`src/rtl/twm_pkg.sv`:
```
package twm_pkg;

  typedef enum logic [2:0] {
    S_IDLE,
    S_RX,
    S_ACK,
    S_TX,
    S_MACK
  } twm_state_e;

  typedef enum logic [1:0] {
    K_DEV,
    K_MADDR,
    K_DATA
  } twm_kind_e;

endpackage

```
`src/rtl/twm_line_sync.sv`:
```
module twm_line_sync #(
  parameter int STAGES = 2
) (
  input  logic clk,
  input  logic rst_n,
  input  logic scl_i,
  input  logic sda_i,
  output logic scl_s,
  output logic sda_s,
  output logic scl_rise,
  output logic scl_fall,
  output logic start_det,
  output logic stop_det
);

  logic [STAGES-1:0] scl_ff;
  logic [STAGES-1:0] sda_ff;
  logic              scl_d;
  logic              sda_d;

  generate
    if (STAGES == 1) begin : g_one
      always_ff @(posedge clk or negedge rst_n) begin
        if (!rst_n) begin
          scl_ff <= '1;
          sda_ff <= '1;
        end else begin
          scl_ff <= scl_i;
          sda_ff <= sda_i;
        end
      end
    end else begin : g_many
      always_ff @(posedge clk or negedge rst_n) begin
        if (!rst_n) begin
          scl_ff <= '1;
          sda_ff <= '1;
        end else begin
          scl_ff <= {scl_ff[STAGES-2:0], scl_i};
          sda_ff <= {sda_ff[STAGES-2:0], sda_i};
        end
      end
    end
  endgenerate

  assign scl_s = scl_ff[STAGES-1];
  assign sda_s = sda_ff[STAGES-1];

  always_ff @(posedge clk or negedge rst_n) begin
    if (!rst_n) begin
      scl_d <= 1'b1;
      sda_d <= 1'b1;
    end else begin
      scl_d <= scl_s;
      sda_d <= sda_s;
    end
  end

  assign scl_rise  = scl_s & ~scl_d;
  assign scl_fall  = ~scl_s & scl_d;
  assign start_det = scl_s & scl_d & sda_d & ~sda_s;
  assign stop_det  = scl_s & scl_d & ~sda_d & sda_s;

endmodule

```
`src/rtl/twm_ptr.sv`:
```
module twm_ptr #(
  parameter int AW = 8
) (
  input  logic          clk,
  input  logic          rst_n,
  input  logic          ld,
  input  logic [AW-1:0] ld_val,
  input  logic          inc,
  output logic [AW-1:0] ptr
);

  logic [AW-1:0] ptr_nx;
  logic          ptr_en;

  always_comb begin
    ptr_en = ld | inc;
    if (ld) ptr_nx = ld_val;
    else    ptr_nx = ptr + {{(AW-1){1'b0}}, 1'b1};
  end

  always_ff @(posedge clk or negedge rst_n) begin
    if (!rst_n)      ptr <= '0;
    else if (ptr_en) ptr <= ptr_nx;
  end

endmodule

```
`src/rtl/twowire_mem_slave.sv`:
```
module twowire_mem_slave #(
  parameter int         AW          = 8,
  parameter int         STRAP_W     = 3,
  parameter logic [3:0] DEV_PREFIX  = 4'b1010,
  parameter int         SYNC_STAGES = 2
) (
  input  logic               clk,
  input  logic               rst_n,
  input  logic               scl_i,
  input  logic               sda_i,
  output logic               sda_pull_o,
  input  logic [STRAP_W-1:0] strap_i,
  input  logic               busy_i,
  output logic [AW-1:0]      mem_addr_o,
  output logic [7:0]         mem_wdata_o,
  output logic               mem_we_o,
  output logic               mem_re_o,
  input  logic [7:0]         mem_rdata_i,
  output logic               commit_o
);
  import twm_pkg::*;

  localparam int BW  = 8;
  localparam int BCW = $clog2(BW);
  localparam logic [BCW-1:0] BIT_LAST = BCW'(BW - 1);

  // reset: asynchronous assert, synchronous release
  logic [1:0] rst_ff;
  logic       rst_sn;
  always_ff @(posedge clk or negedge rst_n) begin
    if (!rst_n) rst_ff <= 2'b00;
    else        rst_ff <= {rst_ff[0], 1'b1};
  end
  assign rst_sn = rst_ff[1];

  logic scl_s, sda_s, scl_rise, scl_fall, start_det, stop_det;

  twm_line_sync #(.STAGES(SYNC_STAGES)) u_sync (
    .clk       (clk),
    .rst_n     (rst_sn),
    .scl_i     (scl_i),
    .sda_i     (sda_i),
    .scl_s     (scl_s),
    .sda_s     (sda_s),
    .scl_rise  (scl_rise),
    .scl_fall  (scl_fall),
    .start_det (start_det),
    .stop_det  (stop_det)
  );

  twm_state_e     st_q, st_n;
  twm_kind_e      kind_q, kind_n;
  logic [BCW-1:0] bit_q, bit_n;
  logic           full_q, full_n;
  logic [BW-1:0]  rx_q, rx_n;
  logic [BW-1:0]  tx_q, tx_n;
  logic           rw_q, rw_n;
  logic           mack_q, mack_n;
  logic           pull_q, pull_n;
  logic           wrote_q, wrote_n;
  logic           ptr_ld, ptr_inc;
  logic           we, re, commit;
  logic [AW-1:0]  ptr;
  logic           dev_match;

  twm_ptr #(.AW(AW)) u_ptr (
    .clk    (clk),
    .rst_n  (rst_sn),
    .ld     (ptr_ld),
    .ld_val (rx_q[AW-1:0]),
    .inc    (ptr_inc),
    .ptr    (ptr)
  );

  assign dev_match = (rx_q[BW-1:1] == {DEV_PREFIX, strap_i}) && !busy_i;

  always_comb begin
    st_n    = st_q;
    kind_n  = kind_q;
    bit_n   = bit_q;
    full_n  = full_q;
    rx_n    = rx_q;
    tx_n    = tx_q;
    rw_n    = rw_q;
    mack_n  = mack_q;
    pull_n  = pull_q;
    wrote_n = wrote_q;
    ptr_ld  = 1'b0;
    ptr_inc = 1'b0;
    we      = 1'b0;
    re      = 1'b0;
    commit  = 1'b0;
    if (start_det) begin
      st_n   = S_RX;
      kind_n = K_DEV;
      bit_n  = '0;
      full_n = 1'b0;
      pull_n = 1'b0;
    end else if (stop_det) begin
      st_n    = S_IDLE;
      pull_n  = 1'b0;
      full_n  = 1'b0;
      commit  = wrote_q;
      wrote_n = 1'b0;
    end else begin
      unique case (st_q)
        S_RX: begin
          if (scl_rise) begin
            rx_n  = {rx_q[BW-2:0], sda_s};
            bit_n = bit_q + 1'b1;
            if (bit_q == BIT_LAST) full_n = 1'b1;
          end else if (scl_fall && full_q) begin
            full_n = 1'b0;
            unique case (kind_q)
              K_DEV: begin
                if (dev_match) begin
                  pull_n = 1'b1;
                  rw_n   = rx_q[0];
                  st_n   = S_ACK;
                end else begin
                  st_n = S_IDLE;
                end
              end
              K_MADDR: begin
                pull_n = 1'b1;
                ptr_ld = 1'b1;
                st_n   = S_ACK;
              end
              default: begin
                pull_n  = 1'b1;
                we      = 1'b1;
                ptr_inc = 1'b1;
                wrote_n = 1'b1;
                st_n    = S_ACK;
              end
            endcase
          end
        end
        S_ACK: begin
          if (scl_fall) begin
            bit_n = '0;
            if (kind_q == K_DEV && rw_q) begin
              re      = 1'b1;
              ptr_inc = 1'b1;
              tx_n    = mem_rdata_i;
              pull_n  = ~mem_rdata_i[BW-1];
              st_n    = S_TX;
            end else begin
              pull_n = 1'b0;
              st_n   = S_RX;
              kind_n = (kind_q == K_DEV) ? K_MADDR : K_DATA;
            end
          end
        end
        S_TX: begin
          if (scl_fall) begin
            if (bit_q == BIT_LAST) begin
              pull_n = 1'b0;
              st_n   = S_MACK;
            end else begin
              bit_n  = bit_q + 1'b1;
              tx_n   = {tx_q[BW-2:0], 1'b0};
              pull_n = ~tx_q[BW-2];
            end
          end
        end
        S_MACK: begin
          if (scl_rise) begin
            mack_n = ~sda_s;
          end else if (scl_fall) begin
            if (mack_q) begin
              re      = 1'b1;
              ptr_inc = 1'b1;
              tx_n    = mem_rdata_i;
              pull_n  = ~mem_rdata_i[BW-1];
              bit_n   = '0;
              st_n    = S_TX;
            end else begin
              st_n = S_IDLE;
            end
          end
        end
        default: begin
          pull_n = 1'b0;
        end
      endcase
    end
  end

  always_ff @(posedge clk or negedge rst_sn) begin
    if (!rst_sn) begin
      st_q    <= S_IDLE;
      kind_q  <= K_DEV;
      bit_q   <= '0;
      full_q  <= 1'b0;
      rx_q    <= '0;
      tx_q    <= '0;
      rw_q    <= 1'b0;
      mack_q  <= 1'b0;
      pull_q  <= 1'b0;
      wrote_q <= 1'b0;
    end else begin
      st_q    <= st_n;
      kind_q  <= kind_n;
      bit_q   <= bit_n;
      full_q  <= full_n;
      rx_q    <= rx_n;
      tx_q    <= tx_n;
      rw_q    <= rw_n;
      mack_q  <= mack_n;
      pull_q  <= pull_n;
      wrote_q <= wrote_n;
    end
  end

  assign sda_pull_o  = pull_q;
  assign mem_addr_o  = ptr;
  assign mem_wdata_o = rx_q;
  assign mem_we_o    = we;
  assign mem_re_o    = re;
  assign commit_o    = commit;

endmodule

```
`config.mk`:
```
export PLATFORM = sky130hd
export DESIGN_NAME = twowire_mem_slave
export DESIGN_NICKNAME = d
export VERILOG_FILES = /design/src/rtl/twm_pkg.sv /design/src/rtl/twm_line_sync.sv /design/src/rtl/twm_ptr.sv /design/src/rtl/twowire_mem_slave.sv
export SDC_FILE = /design/constraint.sdc
export NUM_CORES = 1
export LEC_CHECK = 0
export BUFFER_PORTS_ARGS = -buffer_cell sky130_fd_sc_hd__buf_2
export CORE_AREA = 4 4 103 56
export DETAILED_ROUTE_END_ITERATION = 12
export DIE_AREA = 0 0 107 60
export PLACE_DENSITY = 0.74
export SYNTH_ARGS = -nofsm -noshare
export SYNTH_HDL_FRONTEND = slang
export SYNTH_SLANG_ARGS = --single-unit
```
`constraint.sdc`:
```
create_clock -name clk -period 1.4 [get_ports clk]
set_input_delay 0.28 -clock clk [delete_from_list [all_inputs] [get_ports clk]]
set_output_delay 0.28 -clock clk [all_outputs]
set_load 0.01 [all_outputs]
```
==> impl_metrics.json, run 1 <==
{
  "synth_top_family_by_area": "simple AND/OR/NAND/NOR gates",
  "dr.first_iter.drc_count": 244,
  "die_w_um": 107,
  "critPathMaxFanout": 7,
  "fin_ws_ns": -0.597,
  "cts.sinks": 44,
  "place_hpwl_mm": 4.55,
  "clkPwrFrac_pct": 16.8,
  "path_buf_inv": 2,
  "cts_tree": "done",
  "num_rows": 18,
  "syn_inst": 238,
  "syn_nets": 257,
  "dr.pass1.iters": 5,
  "numCtsBuffers": 5,
  "die_h_um": 60,
  "synth_fa_ha_area_share_pct": 1.56,
  "ctsHtreeMaxLevel": 2,
  "drv_slew": 0,
  "post-route-period-util_pct": 143,
  "synth-edff-count": 0,
  "p_seq_share_pct": 32.0,
  "synth.yosys.seq_area_share_pct": 46.0,
  "place_ws_ns": -0.396,
  "drc": 0,
  "fmax_mhz": 501,
  "clock_skew_ns": 0.00636,
  "critPathCaptureType": "flip-flop",
  "post_drt_wl_per_cell_um": 26.1,
  "rsz0062_at_grt": "true",
  "synth_common_cells": "dfrtp_1 (38), a21oi_1 (24), nor2_1 (23), nand2_1 (14), mux2_1 (9)",
  "gp_congestion": 0.890,
  "maxCapViolations": 0,
  "async_flop_share_pct": 100,
  "area_growth_syn_to_layout_pct": 70.4,
  "portBuffers": 35,
  "netlist_area_sq_mm": 0.00241,
  "outcome": "complete, but fails checks",
  "required_ns": 1.62,
  "final_layout_size_suffix_gt1_share_pct": 66.0,
  "synth.top_cell.area_share_pct": 39.5,
  "path_delay_family": "compound AO/OA/AOI/OAI gates",
  "grt_usage_pct": 30.1,
  "grt_pass1_vias": 2660,
  "clock-root-buffer": "clkbuf_8",
  "yosys_warnings": 0,
  "power_switching_share_pct": 40.9,
  "grt_antenna_before_repair": 0,
  "nets": 374,
  "crit_path_max_incr_delay_ns": 0.49,
  "synth_ff_type": "dfrtp_1",
  "yosysMostFrequentCell": "dfrtp_1",
  "p_int_w": 0.00371,
  "synthSimpleGateAreaFrac_pct": 21.2,
  "synth_compound_area_share_pct": 15.3,
  "critPathLaunchType": "flip-flop",
  "num_antenna_cells": 0,
  "worst_pin_slew_ns": 0.536,
  "hold_class": "in2reg",
  "clock_latency_ns": 0.31,
  "synthMuxAreaShare_pct": 8.00,
  "grt_pass1_wl_mm": 14.3,
  "vias": 2796,
  "slowest_stage": "dfrtp_2",
  "power-per-cell-area_mw_per_mm2": 1530,
  "period_needed_ns": 2.00,
  "ys_types": 53,
  "violations": "setup timing",
  "synth.largest_area_cell": "dfrtp_1",
  "io_pins": 36,
  "combPwrFrac_pct": 51.3,
  "core_area_sq_mm": 0.00482,
  "relSlewSlack_pct": 64.2,
  "die-area_sq_mm": 0.00642,
  "totalWireLength_mm": 11.1,
  "path_class": "reg2reg",
  "grt-ovfl-total": 0,
  "start_util_pct": 50.0,
  "crit_chain": "buf_6, nor3b_4, buf_4, nand3_4, a31oi_4, xnor2_1, a21oi_1",
  "max-vdd-ir-drop_mv": 1.04,
  "synth_seq_cells": 44,
  "clk_pin_slew_worst_paths_ns": 0.10,
  "hold_violations": 0,
  "syn_avg_cell_area_sq_um": 10.1,
  "finalSetupViolCount": 38,
  "grt_max_degree": 24,
  "vias_per_cell": 6.56,
  "critPathArrivalTime_ns": 2.22,
  "ant_nets": 0,
  "leakage_nw": 1.85,
  "synth_xor_area_share_pct": 4.00,
  "clockBufferDepth": 2,
  "tns_ns": -16.15,
  "synth_top_cells_by_area": "dfrtp_1 (39%), dfstp_2 (6.5%), a21oi_1 (5.0%)",
  "switchingPower_w": 0.00257
}
[power groups by stage]
stage / combinational [W] / clock [W] / sequential, W
2_1_floorplan: 0.00115 / 0 / 0.00186
3_3_place_gp: 0.00185 / 0 / 0.00185
3_5_place_dp: 0.00190 / 0 / 0.00188
4_1_cts: 0.00256 / 0.00103 / 0.00188
5_1_grt: 0.00334 / 0.00109 / 0.00203
6_report: 0.00322 / 0.00105 / 0.00201
[cell type report]
cell class / instances / area (sq um)
clock buffer: 5 / 68.8
clock inverter: 3 / 47.5
fill: 196 / 716
inverter: 5 / 18.8
multi-input combinational: 178 / 1790
sequential: 44 / 1110
tap: 70 / 87.6
timing repair buffer: 121 / 982
[state kept, by name, summed over array words and instances, names as in the netlist]
register       cells
u_sync.sda_ff      2
kind_q             2
sda_pull_o         1
bit_q              3
mack_q             1
wrote_q            1
u_sync.sda_d       1
u_ptr.ptr          8
full_q             1
u_sync.scl_d       1
rst_ff             2
rw_q               1
u_sync.scl_ff      2
mem_wdata_o        8
st_q               3
tx_q               7
[cells by family after synthesis]
logic type / Yosys count
other: 1
xor gates and xnor gates: 11
and+or+nand+nor: 89
muxes: 18
AOI/OAI and AO/OA: 56
DFF: 44
adders and majority gates: 3
buffers and inverters: 16
[cell usage in the layout, fill, tap and decap left out, drive strengths merged, types with 3 or more instances in the layout]
cell,count
o31ai,3
a31oi,7
and2,4
mux2i,8
dfrtp,38
nor3b,7
xnor2,8
nand3,9
nand2,14
ha,3
a21oi,24
nand4,5
clkbuf,5
dfstp,6
o21ai,10
nand2b,5
mux2,10
nor2b,4
xor2,3
buf,120
inv,5
nor2,24
nor3,5
[path summary, 6_finish.rpt]
| check | start | to | slack, ns | depth (start not counted) |
|---|---|---|---|---|
| setup / recovery | st_q[0] | u_ptr.ptr[6] | -0.60 | 7 |
| hold / removal | scl_i | u_sync.scl_ff[0] | 0.05 | 1 |
| setup reg to reg | st_q[0] | u_ptr.ptr[6] | -0.60 | 7 |
| hold reg to reg | rst_ff[1] | tx_q[3] | 0.25 | 0 |
| max in group asynchronous | rst_ff[1] | st_q[2] | 0.62 | 1 |
| min in group asynchronous | rst_ff[1] | tx_q[3] | 0.25 | 0 |
[repair_timing]
item	in CTS	in global routing
gates resized for setup	72	52
hold endpoints to repair	2	0
setup buffers	22	13
hold buffers	1	0
setup endpoints to repair	38	40
gates cloned	1	0
pin swaps	31	25
[worst register-to-register path, stage by stage, from the launching register on]
cell and delay, ns:
dfrtp_2 0.49, buf_6 0.18, nor3b_4 0.25, buf_4 0.17, nand3_4 0.20, a31oi_4 0.25
xnor2_1 0.11, a21oi_1 0.26
[per-stage QoR]
step | std cells | hold WS [ns] | instance area, sq um | total power [W] | util, %
4_1_cts | 415 | 0.0620 | 3780 | 0.00546 | 78.4
5_1_grt | 426 | 0.0547 | 4100 | 0.00645 | 85.2
6_report | 426 | 0.0545 | 4100 | 0.00627 | 85.2
2_1_floorplan | 238 | -0.0156 | 2500 | 0.00301 | -
3_3_place_gp | 383 | 0.0667 | 3090 | 0.00370 | 64.2
3_5_place_dp | 383 | 0.0684 | 3090 | 0.00377 | 64.2
[layer usage]
metal  global-route usage (%)  vias up  share of wire, %
met4                     23.1        0               7.8
met1                     34.6     1352                38
li1                         -     1101                 -
met5                        0        -                 0
met2                     51.0      262                44
met3                     6.26       81                11
Power figures use the tool's default switching activity.
==> run 2: changes to the inputs <==
Settings changed: CORE_AREA 4 4 103 56 to 4 4 74 76, DIE_AREA 0 0 107 60 to 0 0 78 80.
==> impl_metrics.json, run 2 (same netlist as run 1, synthesis figures left out) <==
{
  "outcome": "complete, but fails checks",
  "violations": "setup timing",
  "drc": 0,
  "cts_tree": "done",
  "final_common_cell": "buf_4",
  "place_ws_ns": -0.323,
  "placed_area_sq_mm": 0.00313,
  "hold_violations": 0,
  "vias_per_cell": 6.03,
  "maxCapViolations": 0,
  "grt_antenna_before_repair": 0,
  "period_needed_ns": 1.91,
  "crit_chain": "buf_12, nand4b_1, a22oi_2, buf_4, o221ai_4, a21o_1, mux2_4",
  "grt_usage_pct": 29.6,
  "final_layout_size_suffix_gt1_share_pct": 66.2,
  "place_hpwl_mm": 4.48,
  "num_antenna_cells": 0,
  "grt-ovfl-total": 0,
  "slowest_stage": "dfstp_2",
  "critPathArrivalTime_ns": 2.11,
  "post-route-period-util_pct": 136,
  "clkPwrFrac_pct": 16.3,
  "regArea_sq_mm": 0.00111,
  "multi_input_area_sq_mm": 0.00174,
  "power_switching_share_pct": 39.6,
  "crit_path_max_incr_delay_ns": 0.60,
  "clock-root-buffer": "clkbuf_8",
  "combPwrFrac_pct": 53.3,
  "switchingPower_w": 0.00257,
  "dr.pass1.iters": 5,
  "num_rows": 25,
  "vias": 2618,
  "finalInstanceArea_sq_mm": 0.00415,
  "p_seq_share_pct": 30.4,
  "clock_latency_ns": 0.32,
  "fin_ws_ns": -0.507,
  "hold_class": "in2reg",
  "path_class": "reg2reg",
  "grt_max_degree": 26,
  "clk_pin_slew_worst_paths_ns": 0.08,
  "max-vdd-ir-drop_mv": 1.57,
  "cts.sinks": 44,
  "finalSetupViolCount": 38,
  "nets": 385,
  "io_pins": 36,
  "ant_nets": 0,
  "die-area_sq_mm": 0.00624,
  "grt_pass1_wl_mm": 13.8,
  "final_cell_mix": "buf_4 (69), dfrtp_1 (34), buf_2 (33)",
  "area_growth_syn_to_layout_pct": 72.3,
  "dr.first_iter.drc_count": 301,
  "fill_cells": 189,
  "required_ns": 1.60,
  "totalWireLength_mm": 9.92,
  "ctsHtreeMaxLevel": 2,
  "path_buf_inv": 2,
  "p_int_w": 0.00393,
  "clock_skew_ns": 0.0105,
  "core_area_sq_mm": 0.00472,
  "post_drt_wl_per_cell_um": 22.9,
  "portBuffers": 35,
  "clockBufferDepth": 2,
  "numCtsBuffers": 5,
  "critPathMaxFanout": 7,
  "drv_slew": 0,
  "die_h_um": 80,
  "tns_ns": -14.80,
  "fmax_mhz": 524,
  "critPathLaunchType": "flip-flop",
  "path_delay_family": "flip-flops",
  "critPathCaptureType": "flip-flop",
  "final_util_pct": 87.8,
  "die_w_um": 78,
  "leakage_nw": 1.90,
  "power-per-cell-area_mw_per_mm2": 1570,
  "start_util_pct": 51.0,
  "grt_pass1_vias": 2560,
  "gp_congestion": 0.854,
  "rsz0062_at_grt": "true"
}
==> run 2: cell count changes in the layout (fill, tap and decap cells not counted), sizes merged <==
cell / change
clkinv: -1
clkbuf: +1
buf: +11
==> run 2: area by class of cell <==
type / instances / share of cell area (%)
Timing Repair Buffer: 132 / 25.8
Sequential cell: 44 / 26.8
Multi-Input combinational cell: 178 / 41.9
Inverter: 5 / 0.452
Clock buffer: 6 / 1.99
Clock inverter: 2 / 0.935
Tap cell: 67 / 2.02
==> run 2: layer usage <==
layer	track usage (%)	share of wire [%]	vias up
met4	17.8	7.0	0
met2	51.6	48	190
met1	33.0	36	1248
met3	6.43	8.3	70
li1	-	-	1110
met5	0	0	-
==> run 2: path summary, 6_finish.rpt <==
check                                   end  slack [ns]         start  cells past startpoint
setup / recovery                   bit_q[0]       -0.51  u_sync.scl_d                      7
hold / removal             u_sync.sda_ff[0]        0.06         sda_i                      1
setup reg to reg                   bit_q[0]       -0.51  u_sync.scl_d                      7
hold reg to reg                     wrote_q        0.20     rst_ff[1]                      0
max in group asynchronous           st_q[1]        0.71     rst_ff[1]                      1
min in group asynchronous           wrote_q        0.20     rst_ff[1]                      0
==> run 2: power by group through the flow <==
stage	Combinational (W)	Sequential, W	Clock, W
after floorplan	0.00115	0.00186	0
after global placement	0.00192	0.00185	0
after detailed placement	0.00197	0.00187	0
after CTS	0.00272	0.00192	0.00106
after global routing	0.00363	0.00200	0.00112
final	0.00346	0.00197	0.00106
==> run 2: repair_timing <==
action                                  in CTS  in global routing
setup buffers                               22                 21
endpoints found under the setup margin      37                 39
endpoints found under the hold margin        2                  0
cloned                                       2                  0
gates resized for setup                     94                 33
hold buffers                                 1                  0
pin swaps                                   27                 18
==> run 2: per-stage QoR <==
step / instances / hold slack (ns) / power [W]
detailed placement: 384 / 0.0679 / 0.00385
CTS: 417 / 0.0608 / 0.00569
finish: 434 / 0.0564 / 0.00650
global route: 434 / 0.0505 / 0.00676
floorplan: 238 / -0.0156 / 0.00301
global placement: 384 / 0.0654 / 0.00377
==> run 3: changes to the inputs <==
Settings changed: ABC_AREA from default to 1, GPL_ROUTABILITY_DRIVEN from default to 0, PLACE_DENSITY 0.74 to default, PLACE_DENSITY_LB_ADDON from default to 0.15.
==> impl_metrics.json, run 3 <==
{
  "outcome": "complete, but fails checks",
  "violations": "setup timing",
  "start_util_pct": 51.2,
  "clock_skew_ns": 0.0144,
  "reg2reg_to": "sda_pull_o",
  "vias": 2741,
  "syn_nets": 332,
  "io_pins": 36,
  "synth_seq_cells": 44,
  "ctsHtreeMaxLevel": 2,
  "hold_class": "in2reg",
  "maxCapViolations": 0,
  "grt_pass1_wl_mm": 11.8,
  "cts.sinks": 44,
  "ant_nets": 0,
  "hold_path_startpoint": "scl_i",
  "leakage_nw": 1.96,
  "drv_slew": 0,
  "regToRegSetupSlack_ns": -0.51,
  "grt_pass1_vias": 2560,
  "nets": 460,
  "syn_inst": 313,
  "dr.pass1.iters": 5,
  "drc": 0,
  "grt_antenna_before_repair": 0,
  "clk_pin_slew_worst_paths_ns": 0.09,
  "totalWireLength_mm": 8.14,
  "final_layout_size_suffix_gt1_share_pct": 48.2,
  "fin_ws_ns": -0.510,
  "core_area_sq_mm": 0.00472,
  "dr.first_iter.drc_count": 224,
  "grt_usage_pct": 24.0,
  "portBuffers": 35,
  "synth_ff_type": "dfrtp_1",
  "final_util_pct": 81.0,
  "finalSetupViolCount": 31,
  "multi_input_area_sq_mm": 0.00139,
  "period_needed_ns": 1.91,
  "die_h_um": 80,
  "cts_tree": "done",
  "yosysMostFrequentCell": "nand2_1",
  "rsz0062_at_grt": "true",
  "synth.largest_area_cell": "dfrtp_1",
  "critPathLaunchType": "flip-flop",
  "num_antenna_cells": 0,
  "synth.top_cell.area_share_pct": 39.3,
  "clockBufferDepth": 2,
  "required_ns": 1.60,
  "post-route-period-util_pct": 136,
  "num_rows": 25,
  "min_to": "u_sync.scl_ff[0]",
  "clock-root-buffer": "clkbuf_8",
  "place_ws_ns": -0.155,
  "hold_violations": 0,
  "die-area_sq_mm": 0.00624,
  "syn_avg_cell_area_sq_um": 7.73,
  "async_flop_share_pct": 100,
  "finalInstanceArea_sq_mm": 0.00383,
  "synth_top_cells_by_area": "dfrtp_1 (39%), nand2_1 (12%), inv_1 (6.7%)",
  "grt-ovfl-total": 0,
  "netlist_area_sq_mm": 0.00242,
  "fmax_mhz": 524,
  "fill_cells": 277,
  "yosys_warnings": 0,
  "vias_per_cell": 5.39,
  "die_w_um": 78,
  "critPathCaptureType": "flip-flop",
  "area_growth_syn_to_layout_pct": 58.2,
  "path_class": "reg2reg",
  "post_drt_wl_per_cell_um": 16.0,
  "power-per-cell-area_mw_per_mm2": 1890,
  "synth_common_cells": "nand2_1 (80), inv_1 (43), dfrtp_1 (38), o21ai_0 (27)",
  "ys_types": 32,
  "regToRegStartpoint": "u_sync.scl_d",
  "place_hpwl_mm": 4.47,
  "numCtsBuffers": 5,
  "reg2reg_depth": 10,
  "final_cell_mix": "nand2_1 (65), buf_4 (65), dfrtp_1 (36)",
  "max-vdd-ir-drop_mv": 0.941,
  "grt_max_degree": 20,
  "hold_path_depth": 1,
  "placed_area_sq_mm": 0.00309,
  "tns_ns": -8.52,
  "regArea_sq_mm": 0.00111,
  "critPathMaxFanout": 4,
  "synth.yosys.seq_area_share_pct": 45.8,
  "synth-edff-count": 0,
  "clock_latency_ns": 0.30,
  "critPathArrivalTime_ns": 2.11
}
-- run 3: changes by cell type after synthesis, sizes merged, moves of 10 or more --
cell,change
nand2,+71
o21ai,+26
a21oi,-18
mux2,-10
inv,+43
nand3,+20
-- run 3: how the worst max path moves through the flow --
stage | start | end | cells after the start | slack [ns]
after floorplan | u_sync.scl_ff[1] | st_q[1] | 9 | -0.08
after global placement | u_sync.scl_d | u_ptr.ptr[5] | 8 | -0.12
after detailed placement | st_q[0] | bit_q[0] | 9 | -0.15
after CTS | u_sync.scl_d | mem_we_o | 5 | -0.29
after global routing | u_sync.scl_d | sda_pull_o | 11 | -0.52
final | u_sync.scl_d | sda_pull_o | 10 | -0.51
-- run 3: final cells by class --
type                            instances  area share (%)
Multi-Input combinational cell        218            36.2
Sequential cell                        44            29.0
Timing Repair Buffer                  124            25.1
Inverter                               48            5.23
Tap cell                               67            2.19
Clock buffer                            6            1.90
Clock inverter                          2           0.327
-- run 3: logic make-up after synthesis --
group                    after synthesis  synth area share [%]
adder cells (fa/ha/maj)                3                  1.55
AND/OR/NAND/NOR                      155                  29.8
other                                  1                 0.155
AO/OA/AOI/OAI                         54                  12.7
XOR/XNOR                               4                  1.45
buffers and inverters                 52                  8.53
flip-flops                            44                  45.8
-- run 3: where the power goes --
group / internal, W / switching (W)
combinational: 0.00193 / 0.00242
clock: 0.000349 / 0.000442
sequential: 0.00174 / 0.000357
total: 0.00402 / 0.00322
-- run 3: what timing repair did --
| item | CTS | global route |
|---|---|---|
| endpoints found under the hold margin | 2 | 0 |
| resized for setup | 62 | 60 |
| setup endpoints to repair | 28 | 38 |
| pin swaps | 21 | 27 |
| hold buffers | 1 | 0 |
| gates cloned | 3 | 0 |
| setup buffers | 19 | 13 |
-- run 3: critical path, cell delays in order, from the launching register on --
cell and delay [ns]:
dfstp_2 0.59, nand3b_1 0.24, buf_6 0.22, nand2_2 0.07
nor2_1 0.05, nor2_1 0.14, nand2_1 0.09, nand2_2 0.13
nand3_1 0.13, nand2_1 0.09, nand2_1 0.06
-- run 3: routing by layer --
layer	wire [um]	GRT usage (%)
met3	522	3.84
met4	425	9.79
met5	0	0
met2	4010	42.5
met1	3180	28.9
-- run 3: through the flow --
step	hold WS, ns	power (W)	instances
global placement	0.0645	0.00515	467
finish	0.0809	0.00724	509
detailed placement	0.0683	0.00524	467
floorplan	-0.0156	0.00387	313
global route	0.0694	0.00775	509
CTS	0.0699	0.00656	498
